<file path="src/rtl/burst_chk_pkg.sv">
package burst_chk_pkg;

  typedef enum logic [1:0] {
    VC_NONE      = 2'b00,
    VC_OVERCOUNT = 2'b01,
    VC_QUIET     = 2'b10
  } viol_code_e;

  typedef enum logic {
    PH_IDLE = 1'b0,
    PH_OPEN = 1'b1
  } burst_phase_e;

endpackage

</file>
<file path="src/rtl/bpc_event_classify.sv">
module bpc_event_classify
  import burst_chk_pkg::*;
#(
  parameter int TW = 32,
  parameter int CW = 8
) (
  input  burst_phase_e   phase,
  input  logic [TW-1:0]  burst_start,
  input  logic [CW-1:0]  burst_count,
  input  logic [TW-1:0]  evt_time,
  input  logic [CW-1:0]  cfg_max_count,
  input  logic [TW-1:0]  cfg_max_len,
  input  logic [TW-1:0]  cfg_min_gap,
  output logic           ev_opens,
  output logic           ev_in_window,
  output logic           ev_in_quiet,
  output logic           ev_overcount,
  output logic [CW-1:0]  next_count,
  output viol_code_e     ev_code
);

  localparam int CLW = TW + 1;
  localparam int QEW = TW + 2;
  localparam int NCW = CW + 1;

  // Window close: start plus largest burst length (inclusive bound).
  function automatic logic [CLW-1:0] window_close(input logic [TW-1:0] start,
                                                  input logic [TW-1:0] len);
    return {1'b0, start} + {1'b0, len};
  endfunction

  // End of the quiet period: window close plus the shortest gap.
  function automatic logic [QEW-1:0] quiet_end(input logic [CLW-1:0] close,
                                               input logic [TW-1:0] gap);
    return {1'b0, close} + {2'b00, gap};
  endfunction

  logic [CLW-1:0] close_t;
  logic [QEW-1:0] qend_t;
  logic [QEW-1:0] t_ext;
  logic [NCW-1:0] cnt_sum;
  logic           after_close;
  logic           before_qend;

  always_comb begin
    close_t     = window_close(burst_start, cfg_max_len);
    qend_t      = quiet_end(close_t, cfg_min_gap);
    t_ext       = {2'b00, evt_time};
    after_close = t_ext > {1'b0, close_t};
    before_qend = t_ext < qend_t;

    ev_in_window = (phase == PH_OPEN) && !after_close;
    ev_in_quiet  = (phase == PH_OPEN) && after_close && before_qend;
    ev_opens     = (phase == PH_IDLE) || (after_close && !before_qend);

    cnt_sum      = ev_in_window ? ({1'b0, burst_count} + NCW'(1)) : NCW'(1);
    ev_overcount = !ev_in_quiet && (cnt_sum > {1'b0, cfg_max_count});
    next_count   = cnt_sum[CW-1:0];

    if (ev_in_quiet)       ev_code = VC_QUIET;
    else if (ev_overcount) ev_code = VC_OVERCOUNT;
    else                   ev_code = VC_NONE;
  end

endmodule

</file>
<file path="config.mk">
export PLATFORM = sky130hd
export DESIGN_NAME = bpc_event_classify
export DESIGN_NICKNAME = d
export VERILOG_FILES = /design/src/rtl/burst_chk_pkg.sv /design/src/rtl/bpc_event_classify.sv
export SDC_FILE = /design/constraint.sdc
export NUM_CORES = 1
export LEC_CHECK = 0
export BUFFER_PORTS_ARGS = -buffer_cell sky130_fd_sc_hd__buf_2
export CAP_MARGIN = 20
export CORE_ASPECT_RATIO = 1.4
export CORE_MARGIN = 2
export CORE_UTILIZATION = 39
export DETAILED_ROUTE_END_ITERATION = 16
export PLACE_DENSITY = 0.64
export SLEW_MARGIN = 40
export SYNTH_ARGS = -nofsm -noshare
export SYNTH_HDL_FRONTEND = slang
export SYNTH_SLANG_ARGS = --single-unit
</file>
<file path="constraint.sdc">
create_clock -name vclk -period 16.3
set_input_delay 3.26 -clock vclk [all_inputs]
set_output_delay 3.26 -clock vclk [all_outputs]
set_load 0.1 [all_outputs]
</file>
==> metrics.yaml, run 1 <==
synthesis:
  syn_area_um2: 5280
  yosys.area.top_type: "ha_1"
  yosysTopAreaCellShare_pct: 32.2
  synth_commonest_cells: "ha_1 (136), a21oi_1 (75), nor2_1 (50)"
  syn_avg_cell_area_um2: 7.30
  synth_cell_types: 67
  ys_warn_count: 0
  yosys-top-cells-area: "ha_1 (32%), a21oi_1 (7.1%), xnor2_1 (6.5%)"
  synthMostInstantiatedCell: "ha_1"
  synth_nets: 1006
  synth_cells: 723
  ys_seq_area_share_pct: 0
finish:
  regArea_um2: 0
  clkbuf_count: 0
  seq_cell_count: 0
  fill_cells: 1417
  nets: 1151
  insertedDiodeCount: 0
  layout-drive-gt1-share_pct: 20.8
  area_growth_pct: 17.9
routing:
  wirelength_um: 15600
  vias: 5687
  drtIter0Drc: 178
  routed_via_density: 5.43
  route.detailed.drc: 0
  antenna_left: 0
  routedWlPerCell_um: 14.9
  drt_first_pass_iters: 4
floorplan:
  die_h_um: 142
  pin_count: 159
  die_area_um2: 14500
  start_util_pct: 39.6
  die_x_um: 102
  num_rows: 50
  coreArea_um2: 13300
grt:
  grt_max_degree: 11
  antenna_found_initial: 1
  grt_pass1_vias: 5439
  grt_usage_pct: 21.0
  grt-ovfl-total: 0
  grt_first_pass_wirelength_um: 24700
setup_path:
  critical_path_arrival_ps: 10390
  cp-end-kind: "output port"
  crit_fanout: 6
  startpoint_type: "input pin"
  slowest_delay_ps: 540
  cp_slowest_cell: "or4b_4"
  worst_ep_required_time_ps: 13040
  crit_type: "in -> out"
  critPathLaunch: "burst_start[0]"
sta:
  slew_viol_final: 0
  max_slew_margin_pct: 51.6
  finalSetupViolations: 0
  grt_setup_unrepaired: "no"
  hold_ws_ps: 6980
  min_period_ps: 13650
  worst_pin_slew_ps: 707
  final.setup.tns_ps: 0
  hold_viol: 0
  max_freq_mhz: 73.3
  period_share_pct: 83.7
power:
  p_per_area_nw_per_um2: 76.5
  ir_worst_vdd_v: 0.0000335
  leakagePower_nw: 3.21
worst_hold_path:
  worstHoldStart: "burst_count[0]"
  hold_class: "in -> out"
flow_run:
  maxCapViolations: 0
clock_tree:
  cts_resized: 0
  cts_setup_buffers: 0
  postCtsHoldBufs: 0
placement:
  io_buffer_count: 159
  gp_congestion: 0.905
  hpwl_um: 14300
status:
  status: "complete, no violations"
[stage by stage]
| step | instances | worst slack (ps) | area, um2 | total power [mW] | utilization (%) |
|---|---|---|---|---|---|
| final | 1048 | 2650 | 6220 | 0.476 | 46.7 |
| after floorplan | 723 | 2320 | 5280 | 0.366 | - |
| after detailed placement | 1048 | 2700 | 6220 | 0.473 | 46.7 |
| after global placement | 1048 | 2890 | 6220 | 0.473 | 46.7 |
| after global routing | 1048 | 2120 | 6220 | 0.537 | 46.7 |
| after CTS | 1048 | 2640 | 6220 | 0.477 | 46.7 |
[cells by family after synthesis]
kind of cell | share of synthesized area, %
simple gates | 19.8
xor+xnor | 11.3
compound gates | 30.5
fa+ha+maj | 33.0
mux | 0.616
buf+inv | 4.91
[routing by layer]
metal / vias up / track usage, % / wire length [um]
met4: 0 / 3.44 / 295
met5: - / 0 / 0
li1: 2986 / - / -
met2: 147 / 40.7 / 8040
met1: 2542 / 24.6 / 6460
met3: 12 / 2.17 / 855
[worst paths after layout]
check | to | slack [ps] | cells past startpoint
min | next_count[0] | 6980 | 3
max | ev_code[1] | 2650 | 30
[worst max-delay path: cells and delay by family]
kind            cells  cell delay [ps]
compound gates     16             3630
simple gates        6             1360
fa+ha+maj           4             1340
buf+inv             2              540
xor+xnor            2              270
[where the power goes]
group	internal [mW]	switching, mW
registers	0	0
logic	0.195	0.281
clock network	0	0
[placed cells by master (no fill, tap or decap), types with 6 or more instances in the layout]
cell      instances
nand3_1          20
ha_1            136
a21oi_1          75
and2_1           12
a211oi_1          7
buf_2           159
nor2b_1          12
nand2b_1          6
nand2_1          46
nor2_1           50
o21ai_0          35
a31oi_1          10
inv_1            48
o21bai_1         13
a21o_1           37
o21a_1           11
xor2_1           29
nor3_1           11
xnor2_1          39
nand4_1          18
o21ai_1          10
[cell type report]
cell class                      count  area, um2  share of cell area, %
Multi-Input combinational cell    659       5020                   80.7
Tap cell                          182        228                   3.66
Timing Repair Buffer              159        796                   12.8
Inverter                           48        180                   2.89
(Power assumes the default switching activity.)
==> run 2, diff against run 1 <==
--- a/config.mk
+++ b/config.mk
@@ -11,7 +11,7 @@
 export CORE_MARGIN = 2
 export CORE_UTILIZATION = 39
 export DETAILED_ROUTE_END_ITERATION = 16
-export PLACE_DENSITY = 0.64
+export PLACE_DENSITY = 0.67
 export SLEW_MARGIN = 40
 export SYNTH_ARGS = -nofsm -noshare
 export SYNTH_HDL_FRONTEND = slang
==> constraint.sdc (replaced) <==
create_clock -name vclk -period 12.3
set_input_delay 2.46 -clock vclk [all_inputs]
set_output_delay 2.46 -clock vclk [all_outputs]
set_load 0.1 [all_outputs]
==> run 2 against run 1 <==
Effect of this change: sequential share of layout area is the same; largest cell class unchanged; die area is the same; clock-buffer cell count is the same; sequential cell count is the same; largest power group unchanged; power grew 34%; worst hold slack lost 1600 ps; critical endpoint is now ev_code[0]; critical path type unchanged.
==> metrics.yaml, run 2 (synthesis results as in run 1) <==
power:
  p_per_area_nw_per_um2: 102
  combPwrFrac_pct: 100.0
  p_total_mw: 0.637
  swShare_pct: 58.9
  clockPowerShare_pct: 0
  leakagePower_nw: 3.21
  intPower_mw: 0.261
  pwr-share-seq_pct: 0
  switchingPower_mw: 0.375
  ir_worst_vdd_v: 0.0000499
floorplan:
  die_h_um: 142
  start_util_pct: 39.6
  die_area_um2: 14500
  num_rows: 50
  coreArea_um2: 13300
  die_x_um: 102
  pin_count: 159
finish:
  clkbuf_count: 0
  layout_commonest_cell: "buf_2"
  multiInputGateArea_um2: 5040
  nets: 1151
  fill_cells: 1403
  regArea_um2: 0
  seq_cell_count: 0
  layout-drive-gt1-share_pct: 21.0
  mostFrequentLayoutCells: "buf_2 (157), ha_1 (136), a21oi_1 (75), nor2_1 (50), inv_1 (48)"
  insertedDiodeCount: 0
  area_growth_pct: 18.3
setup_path:
  crit_type: "in -> out"
  cp_slowest_cell: "or4b_4"
  cp-end-kind: "output port"
  slowest_delay_ps: 550
  worst_ep_required_time_ps: 9840
  crit_fanout: 6
  critical_path_arrival_ps: 9360
  startpoint_type: "input pin"
sta:
  slew_viol_final: 0
  hold_viol: 0
  max_slew_margin_pct: 65.1
  period_share_pct: 96.1
  final.setup.tns_ps: 0
  min_period_ps: 11820
  finalSetupViolations: 0
  worst_pin_slew_ps: 511
  max_freq_mhz: 84.6
routing:
  antenna_left: 0
  highest_layer: "met4"
  routed_via_density: 5.50
  route.detailed.drc: 0
  routedWlPerCell_um: 15.1
  wl_met3_um: 681
  wirelength_um: 15800
  drtIter0Drc: 226
  drt_first_pass_iters: 4
  met1_length_um: 6540
  met2WireLength_um: 8180
  vias: 5759
grt:
  grt_usage_pct: 21.1
  antenna_found_initial: 1
  grt-ovfl-total: 0
  grt_pass1_vias: 5602
  grt_first_pass_wirelength_um: 25200
  grt_max_degree: 11
status:
  status: "complete, no violations"
clock_tree:
  cts_setup_buffers: 0
placement:
  hpwl_um: 14400
  io_buffer_count: 159
  gp_congestion: 0.907
worst_hold_path:
  hold_class: "in -> out"
flow_run:
  maxCapViolations: 0
==> run 2: cell types whose count changed in the layout (fill, tap and decap cells not counted), sizes merged <==
| cell | previous run | this run |
|---|---|---|
| buf | 159 | 157 |
| clkbuf | 0 | 2 |
==> run 2: path summary, 6_finish.rpt <==
path	cells past startpoint	startpoint	end	slack (ps)
hold / removal	3	burst_count[0]	next_count[0]	5370
setup / recovery	30	burst_start[0]	ev_code[0]	480
==> run 2: timing repair <==
action | in CTS | in global routing
hold buffers | 0 | 0
endpoints found under the setup margin | 0 | 4
gates resized for setup | 0 | 5
==> run 2: power groups by stage <==
stage	clock network [mW]	registers [mW]	logic (mW)
2_1_floorplan	0	0	0.486
3_3_place_gp	0	0	0.622
3_5_place_dp	0	0	0.626
4_1_cts	0	0	0.631
5_1_grt	0	0	0.714
6_report	0	0	0.637
==> run 2: critical path: cells and delay by family <==
kind / cells / cell delay [ps]
buffers and inverters: 2 / 390
adders and majority gates: 4 / 1350
AOI/OAI and AO/OA: 17 / 3640
and+or+nand+nor: 5 / 1230
xor gates and xnor gates: 2 / 260
==> run 2: routing by layer <==
layer / GRT usage [%] / up-vias
met4: 4.49 / 0
met2: 40.9 / 152
li1: - / 2985
met5: 0 / -
met3: 1.08 / 24
met1: 25.0 / 2598
==> run 2: through the flow <==
stage	area [um2]	setup WS [ps]	cells	util (%)	hold slack [ps]
2_1_floorplan	5290	72.1	723	-	5150
3_3_place_gp	6230	537	1048	46.8	5370
3_5_place_dp	6230	258	1048	46.8	5370
4_1_cts	6230	192	1048	46.8	5370
5_1_grt	6250	-51.8	1048	46.9	5400
6_report	6250	483	1048	46.9	5370
==> run 2: layout make-up <==
type | instances | share of cell area [%]
multi-input combinational | 659 | 80.7
timing repair buffer | 159 | 12.8
tap | 182 | 3.64
inverter | 48 | 2.88
==> run 3, diff against run 2 <==
--- a/config.mk
+++ b/config.mk
@@ -5,9 +5,9 @@
 export SDC_FILE = /design/constraint.sdc
 export NUM_CORES = 1
 export LEC_CHECK = 0
+export ABC_CLOCK_PERIOD_IN_PS = 12300
 export BUFFER_PORTS_ARGS = -buffer_cell sky130_fd_sc_hd__buf_2
 export CAP_MARGIN = 20
-export CORE_ASPECT_RATIO = 1.4
 export CORE_MARGIN = 2
 export CORE_UTILIZATION = 39
 export DETAILED_ROUTE_END_ITERATION = 16
==> run 3 against run 2 <==
Effect of this change: power about the same; worst setup slack gained 11 ps; fmax is essentially flat; worst hold slack better by 5.2 ps; final cell count shrank 0.48%; sequential cell count stayed put; core utilization is 0.25 points higher; clock-buffer cell count stayed put; critical endpoint unchanged; highest routed layer unchanged.
==> metrics.yaml, run 3 (synthesis results as in run 1) <==
placement:
  io_buffer_count: 159
  hpwl_um: 14200
  gp_congestion: 0.911
sta:
  hold_ws_ps: 5380
  grt_setup_unrepaired: "no"
  max_freq_mhz: 84.7
  finalSetupViolations: 0
  max_slew_margin_pct: 62.9
  period_share_pct: 96.0
  final.setup.tns_ps: 0
  worst_pin_slew_ps: 551
  min_period_ps: 11810
  hold_viol: 0
  slew_viol_final: 0
routing:
  wirelength_um: 15700
  route.detailed.drc: 0
  vias: 5707
  routedWlPerCell_um: 15.0
  drtIter0Drc: 260
  routed_via_density: 5.47
  antenna_left: 0
  drt_first_pass_iters: 5
setup_path:
  critPathBufInv: 2
  crit_fanout: 6
  worst_ep_required_time_ps: 9840
  slowest_delay_ps: 550
  cp-end-kind: "output port"
  cp_slowest_cell: "or4b_4"
  critical_path_arrival_ps: 9350
  critical-path-top-delay-family: "compound AO/OA/AOI/OAI gates"
  crit_type: "in -> out"
  startpoint_type: "input pin"
flow_run:
  maxCapViolations: 0
status:
  status: "complete, no violations"
finish:
  fin_util_pct: 47.1
  seq_cell_count: 0
  clkbuf_count: 0
  regArea_um2: 0
  fill_cells: 1425
  layout_commonest_cell: "buf_2"
  multiInputGateArea_um2: 5040
  nets: 1151
  layout-drive-gt1-share_pct: 21.0
  mostFrequentLayoutCells: "buf_2 (157), ha_1 (136), a21oi_1 (75), nor2_1 (50), inv_1 (48)"
  area_growth_pct: 18.2
grt:
  grt-ovfl-total: 0
  grt_max_degree: 11
  antenna_found_initial: 1
  grt_first_pass_wirelength_um: 25200
  grt_usage_pct: 21.1
  grt_pass1_vias: 5281
power:
  ir_worst_vdd_v: 0.000117
  p_total_mw: 0.637
  p_per_area_nw_per_um2: 102
  leakagePower_nw: 3.21
floorplan:
  die_area_um2: 14500
  pin_count: 159
  coreArea_um2: 13200
  num_rows: 42
  die_h_um: 120
  die_x_um: 120
  start_util_pct: 39.9
worst_hold_path:
  hold_class: "in -> out"
  whs_path_depth: 3
  worstHoldStart: "burst_count[0]"
  min_to: "next_count[0]"
run 3: worst max path at each step:
stage               depth (start not counted)  slack [ps]            from         end
floorplan                                  29          70  burst_start[0]  ev_code[1]
global placement                           30         620  burst_start[0]  ev_code[1]
detailed placement                         30         440  burst_start[0]  ev_code[1]
CTS                                        30         400  burst_start[0]  ev_code[1]
global route                               30          20  burst_start[0]  ev_code[0]
finish                                     30         490  burst_start[0]  ev_code[0]
run 3: routing by layer:
layer	routed length [um]	GRT usage, %	vias to the layer above
met5	0	0	-
met4	292	3.27	0
met3	956	1.84	20
met2	6820	34.6	178
met1	7620	30.4	2534
li1	-	-	2975
run 3: timing repair:
item / 4_1_cts / 5_1_grt
setup endpoints to repair: 0 / 4
hold buffers: 0 / 0
gates resized for setup: 0 / 5
setup buffers: 0 / 0
run 3: power breakdown:
| group | switching, mW | internal (mW) |
|---|---|---|
| Clock | 0 | 0.0000000109 |
| Sequential | 0 | 0 |
| Combinational | 0.377 | 0.260 |
run 3: stage by stage:
stage,instance area [um2],setup slack [ps],std cells
6_report,6240,494,1043
5_1_grt,6240,16.2,1043
4_1_cts,6220,396,1042
3_5_place_dp,6220,436,1042
3_3_place_gp,6220,620,1042
2_1_floorplan,5290,72.1,723
run 3: area by class of cell:
type	instances	share of cell area (%)
Tap cell	176	3.53
Antenna cell	1	0.0401
Inverter	48	2.89
Multi-Input combinational cell	659	80.7
Timing Repair Buffer	159	12.8
